### config.mk
export PLATFORM = sky130hd
export DESIGN_NAME = fp_mul_range
export DESIGN_NICKNAME = d
export VERILOG_FILES = /design/src/rtl/fp_mul_range.sv
export SDC_FILE = /design/constraint.sdc
export NUM_CORES = 1
export LEC_CHECK = 0
export ABC_AREA = 1
export ABC_CLOCK_PERIOD_IN_PS = 800
export BUFFER_PORTS_ARGS = -buffer_cell sky130_fd_sc_hd__buf_2
export CAP_MARGIN = 20
export CORE_UTILIZATION = 30
export CTS_BUF_LIST = sky130_fd_sc_hd__clkbuf_2 sky130_fd_sc_hd__clkbuf_4 sky130_fd_sc_hd__clkbuf_8
export DETAILED_ROUTE_END_ITERATION = 8
export REMOVE_ABC_BUFFERS = 1
export SYNTH_ARGS = -nofsm -noshare
export SYNTH_HDL_FRONTEND = slang
export SYNTH_SLANG_ARGS = --single-unit
### constraint.sdc
create_clock -name clk -period 0.8 [get_ports clk]
set_input_delay 0.12 -clock clk [delete_from_list [all_inputs] [get_ports clk]]
set_output_delay 0.12 -clock clk [all_outputs]
set_load 0.02 [all_outputs]
### src/rtl/fp_mul_range.sv
module fp_mul_range #(
  parameter int EXP_W  = 8,
  parameter int FRAC_W = 23
) (
  input  logic                      clk,
  input  logic                      rst_n,
  input  logic                      in_valid,
  input  logic [EXP_W+FRAC_W:0]     op_a,
  input  logic [EXP_W+FRAC_W:0]     op_b,
  output logic                      out_valid,
  output logic [EXP_W+FRAC_W:0]     product,
  output logic [1:0]                status
);
  localparam int WORD_W = EXP_W + FRAC_W + 1;
  localparam int SIG_W  = FRAC_W + 1;
  localparam int PROD_W = 2 * SIG_W;
  localparam int EXT_W  = EXP_W + 2;
  localparam logic [EXT_W-1:0] BIAS    = EXT_W'((1 << (EXP_W - 1)) - 1);
  localparam logic [EXT_W-1:0] EXP_TOP = EXT_W'((1 << EXP_W) - 1);

  logic              sign_r;
  logic [SIG_W-1:0]  sig_a, sig_b;
  logic [PROD_W-1:0] sig_p;
  logic              carry;
  logic [FRAC_W-1:0] frac_n;
  logic signed [EXT_W-1:0] exp_n;
  logic              ovf, unf;
  logic [WORD_W-1:0] result;
  logic [1:0]        code;

  assign sign_r = op_a[WORD_W-1] ^ op_b[WORD_W-1];
  assign sig_a  = {1'b1, op_a[FRAC_W-1:0]};
  assign sig_b  = {1'b1, op_b[FRAC_W-1:0]};
  assign sig_p  = sig_a * sig_b;
  assign carry  = sig_p[PROD_W-1];
  assign frac_n = carry ? sig_p[PROD_W-2 -: FRAC_W] : sig_p[PROD_W-3 -: FRAC_W];

  assign exp_n = $signed({2'b00, op_a[WORD_W-2:FRAC_W]} + {2'b00, op_b[WORD_W-2:FRAC_W]}
                         - BIAS + {{(EXT_W-1){1'b0}}, carry});

  assign ovf = exp_n >= $signed(EXP_TOP);
  assign unf = exp_n <= $signed({EXT_W{1'b0}});

  always_comb begin
    if (ovf) begin
      result = {sign_r, {EXP_W{1'b1}}, {FRAC_W{1'b0}}};
      code   = 2'b01;
    end else if (unf) begin
      result = {sign_r, {(WORD_W-1){1'b0}}};
      code   = 2'b10;
    end else begin
      result = {sign_r, exp_n[EXP_W-1:0], frac_n};
      code   = 2'b00;
    end
  end

  always_ff @(posedge clk or negedge rst_n) begin
    if (!rst_n) begin
      out_valid <= 1'b0;
      product   <= '0;
      status    <= 2'b00;
    end else begin
      out_valid <= in_valid;
      if (in_valid) begin
        product <= result;
        status  <= code;
      end
    end
  end
endmodule

== Yosys cells after proc, flatten, opt, wreduce, memory -nomap -nowiden ==
Index checks and enable logic that the tools add are counted.
Word-level totals
  register bits after elaboration: 35
  input port bits: 67
  output and inout bits: 35
  word-level logic and storage cells: 15
Cells by class
  add/sub/neg operators: 3
  multipliers: 1
  magnitude comparators: 2
  muxes and demuxes: 5
  bitwise operators: 1
Operators with widths (count)
  31-bit 2-to-1 mux: 2
  24-bit by 24-bit multiplier with 48-bit output: 1
  23-bit 2-to-1 mux: 1
  10-bit by 1-bit adder with 10-bit output: 1
  10-bit by 9-bit >= comparator with 1-bit output, second input constant: 1
  10-bit by 1-bit less-or-equal comparator with 1-bit output, second input constant: 1
  9-bit by 7-bit subtractor with 10-bit output, second input constant: 1
  8-bit by 8-bit adder with 9-bit output: 1
  2-bit 2-to-1 mux: 2
  1-bit bitwise XOR: 1

== Longest topological paths before layout ==
  depth after elaboration: 6
  depth in mapped cells: 52
  mapped depth without buffers: 49

== Least setup slack after synthesis ==
No wires, ideal clock.
  kind: input to register
  start: in op_b[3]
  end: reg product[17]
  library setup time: 0.117 ns
  arrival time: 7.500 ns
  required time: 0.683 ns
  path slack: -6.818 ns
  stages on the path: 45
  buffers on the path: 3
  cell sequence: clkbuf_1 nand2_1 fa_1 inv_1 fa_1 inv_1 fa_1 inv_1 fa_1 inv_1 fa_1 inv_1 fa_1 inv_1 fa_1 inv_1 ha_1 nand2_1 [9 not listed] nor2_4 inv_2 nand2_1 ha_1 inv_1 fa_1 xnor2_1 and3_1 nand3_1 nor2_1 nand3_1 nand2_1 nand2_1 nand2_2 inv_2 buf_6 nand3_1 nand2_1
On the way
  word-level cells in the longest chain between the ends: 5
  elaborated cells on any way between the ends: 7
  classes of those cells: add/sub (1); mul (1); order compare (2); mux (3)
RTL lines
  start, declared: RTL line 9  | input logic [EXP_W+FRAC_W:0] op_b,
  24-bit by 24-bit multiplier with 48-bit output (*): RTL line 34  | assign sig_p = sig_a * sig_b;
  10-bit by 1-bit adder with 10-bit output: RTL line 39  | - BIAS + {{(EXT_W-1){1'b0}}, carry});
  10-bit by 1-bit less-or-equal comparator with 1-bit output: RTL line 42  | assign unf = exp_n <= $signed({EXT_W{1'b0}});
  31-bit 2-to-1 mux: RTL line 48  | end else if (unf) begin
  31-bit 2-to-1 mux (*): RTL line 45  | if (ovf) begin
  end signal, assigned: RTL line 65  | product <= result;
  end, declared: RTL line 11  | output logic [EXP_W+FRAC_W:0] product,
Every way passes the cells marked *; elsewhere a longest branch is shown, timed or not.
A chain may end at the register's enable or synchronous reset.

== Worst setup path in the final report ==
  start: in op_b[3]
  end: reg product[16]
Same word-level chain as after synthesis.

==> metrics.txt <==
RSZ-0062 raised after global routing=yes; CP required=just under 1 ns; Ys Warns=0; total global routing overflow=0; I/O pins=102; Fmax achieved=0.133 GHz; commonest cells in the netlist=941 x inv_1, 907 x nand2_1, 482 x fa_1, 184 x ha_1, 94 x clkbuf_1; crit-path max cell delay=about 0.60 ns; worst hold path type=in2reg; CTS Root Cell=clkbuf_8; DR DRC count=0; M1 WL=28,200 µm; ys async rst share=1.00; # setup viols final=68; n_diodes=0; drt pass-1 iters=5; FP Rows=99; fin nets=4,174; clk sinks=35; outcome=finished, violations left; Post-synth EDFFs=0; Die W=273 µm; TritonCTS clock tree=yes; CP Data Arrival Time=7.68 ns; Mean Syn Cell Area=7.35 µm²; total die area=between 70,000 and 80,000 µm²; CTS Buffer Depth=2; metal2 WL=29,900 µm; GRT Util Overall=0.177; IO buf count=101; initial antenna violation count=1; Setup crit end kind=register; starting DRC count in detailed routing=a little under 1,000; first-pass GRT wire length=106,000 µm; routed length per instance=14.3 µm; post-route ant nets=0; met3 wire length=3360 µm; design area=28,700 µm²; sequential share of the synthesized area=0.0397; Slew Limit Fails=0; Post-Syn Area=22,100 µm²; final wirelength=about 63,000 µm; die height=273 µm; Main synth FF type=dfrtp_1; vias in the first global route=20,444; slew margin rel.=0.762; Post-DP HPWL=53,600 µm; Unique masters post-synth=40; Clock Pin Slew Worst Setup and Hold Paths=0.08 ns; area added between synthesis and finish=30.0%; latest clock arrival within the worst-skew pair=roughly 0.28 ns; count of endpoints failing hold in the final timing report=0; most frequent cell after synthesis=inv_1; max-cap violations=0; Seq cells post-synth=35; failing checks=setup timing; Slowest-stage cell, CP=fa_2; minimum clock period=7.50 ns; fillers=7,439; Max Used Layer=met5; Layout Skew=0 ns; largest net degree at the start of global routing=36; most used cell, CP=inv_2; Placer Congestion=0.887; Mapped Cells=3,001; H-Tree Level Count=2; area leader, netlist=fa_1; placed inst area=26,300 µm²; startpoint types=input port; Vias=19,118; worst setup margin=-6.70 ns; WS Path Type=in2reg; crit path max fanout=7; CTS Buf Count=5; initial core utilization=0.303; top cell type's share of synthesized area=0.437; vias per inst=4.34; measured slew at the worst slew-check pin=0.353 ns; top cells by area, synth=fa_1 44%, inv_1 16%, nand2_1 15%, ha_1 10%, dfrtp_1 4.0%; total core area=around 73,000 µm²; proportion of layout cells with a drive suffix above 1=0.222; Period Utilization, post-route=9.37
registers in the layout, summed over array words and instances, names as in the netlist:
name,cells
status,2
out_valid,1
product,32
metal layers:
metal / GRT usage / vias to the layer above
met5: 0 / -
met4: 0.0318 / 2
met3: 0.0199 / 67
met2: 0.301 / 443
met1: 0.242 / 9316
li1: - / 9290
cells by family (layout without fill, tap and decap cells):
group           Yosys count  after routing  synth area share
compound gates          105            105            0.0275
buf+inv                1056           1497             0.183
simple gates           1129           1129             0.205
flops                    35             35            0.0397
fa+ha+maj               666            666             0.541
xor+xnor                 10             10           0.00397
critical path: cells and delay by family:
family | cells | cell delay, ns
xor+xnor | 1 | 0.16
fa+ha+maj | 10 | 4.52
compound gates | 1 | 0.03
buf+inv | 14 | 1.09
simple gates | 20 | 1.71
layout make-up:
cell class	instances	area [µm²]	share of cell area
inverter	953	3590	0.125
timing repair inverter	1	20.0	0.000698
clock buffer	8	104	0.00362
multi-input combinational	1910	17800	0.622
timing repair buffer	535	5060	0.176
sequential	35	876	0.0305
tap	959	1200	0.0418
per-stage QoR:
step           hold WS, ns  worst slack (ns)  setup TNS (ns)  utilization  std cells
6_report             0.111             -6.70         -225.06        0.394       4401
2_1_floorplan       -0.176             -6.66         -216.41            -       2898
5_1_grt              0.122             -6.99         -235.39        0.394       4401
3_5_place_dp        0.0968             -7.22         -236.84        0.361       4315
3_3_place_gp         0.101             -7.13         -233.46        0.361       4315
4_1_cts              0.109             -6.48         -217.61        0.389       4387
worst paths after layout:
path	startpoint	end	slack, ns	depth (start not counted)
min in group asynchronous	rst_n	out_valid	0.32	3
setup / recovery	op_b[3]	product[16]	-6.70	46
max in group asynchronous	rst_n	product[0]	0.29	3
setup reg to reg	product[9]	product[9]	0.03	3
hold reg to reg	product[31]	product[31]	0.52	2
hold / removal	op_a[31]	product[31]	0.11	3
cell usage in the layout, fill, tap and decap left out, types with 4 or more instances in the layout:
master,Yosys,final
a21oi_1,55,43
a21oi_2,10,20
buf_12,1,42
buf_16,0,7
buf_2,0,26
buf_4,1,376
buf_6,6,68
buf_8,0,10
clkbuf_8,0,7
dfrtp_1,35,35
fa_1,482,451
fa_2,0,31
ha_1,184,164
ha_4,0,20
inv_1,941,892
inv_2,11,56
nand2_1,907,856
nand2_2,12,46
nand2_4,1,18
nand3_1,67,58
nand3_2,1,10
nand3b_1,11,11
nand4_1,22,22
nor2_1,85,83
nor2_2,4,4
nor2_4,2,4
nor3_1,11,10
o21ai_0,24,21
o21ai_1,3,4
o21bai_1,5,5
xnor2_1,9,8
repair_timing:
| action | in CTS | in global routing |
|---|---|---|
| gates cloned | 10 | 2 |
| buffers inserted | 53 | 12 |
| endpoints found under the hold margin | 35 | 0 |
| pin swaps | 80 | 75 |
| resized for setup | 362 | 75 |
| hold buffers | 1 | 0 |
| setup endpoints to repair | 68 | 68 |
Power is left out: the tool's default activity adds up to more than one toggle a clock period on the data nets, which glitch-free logic cannot reach.
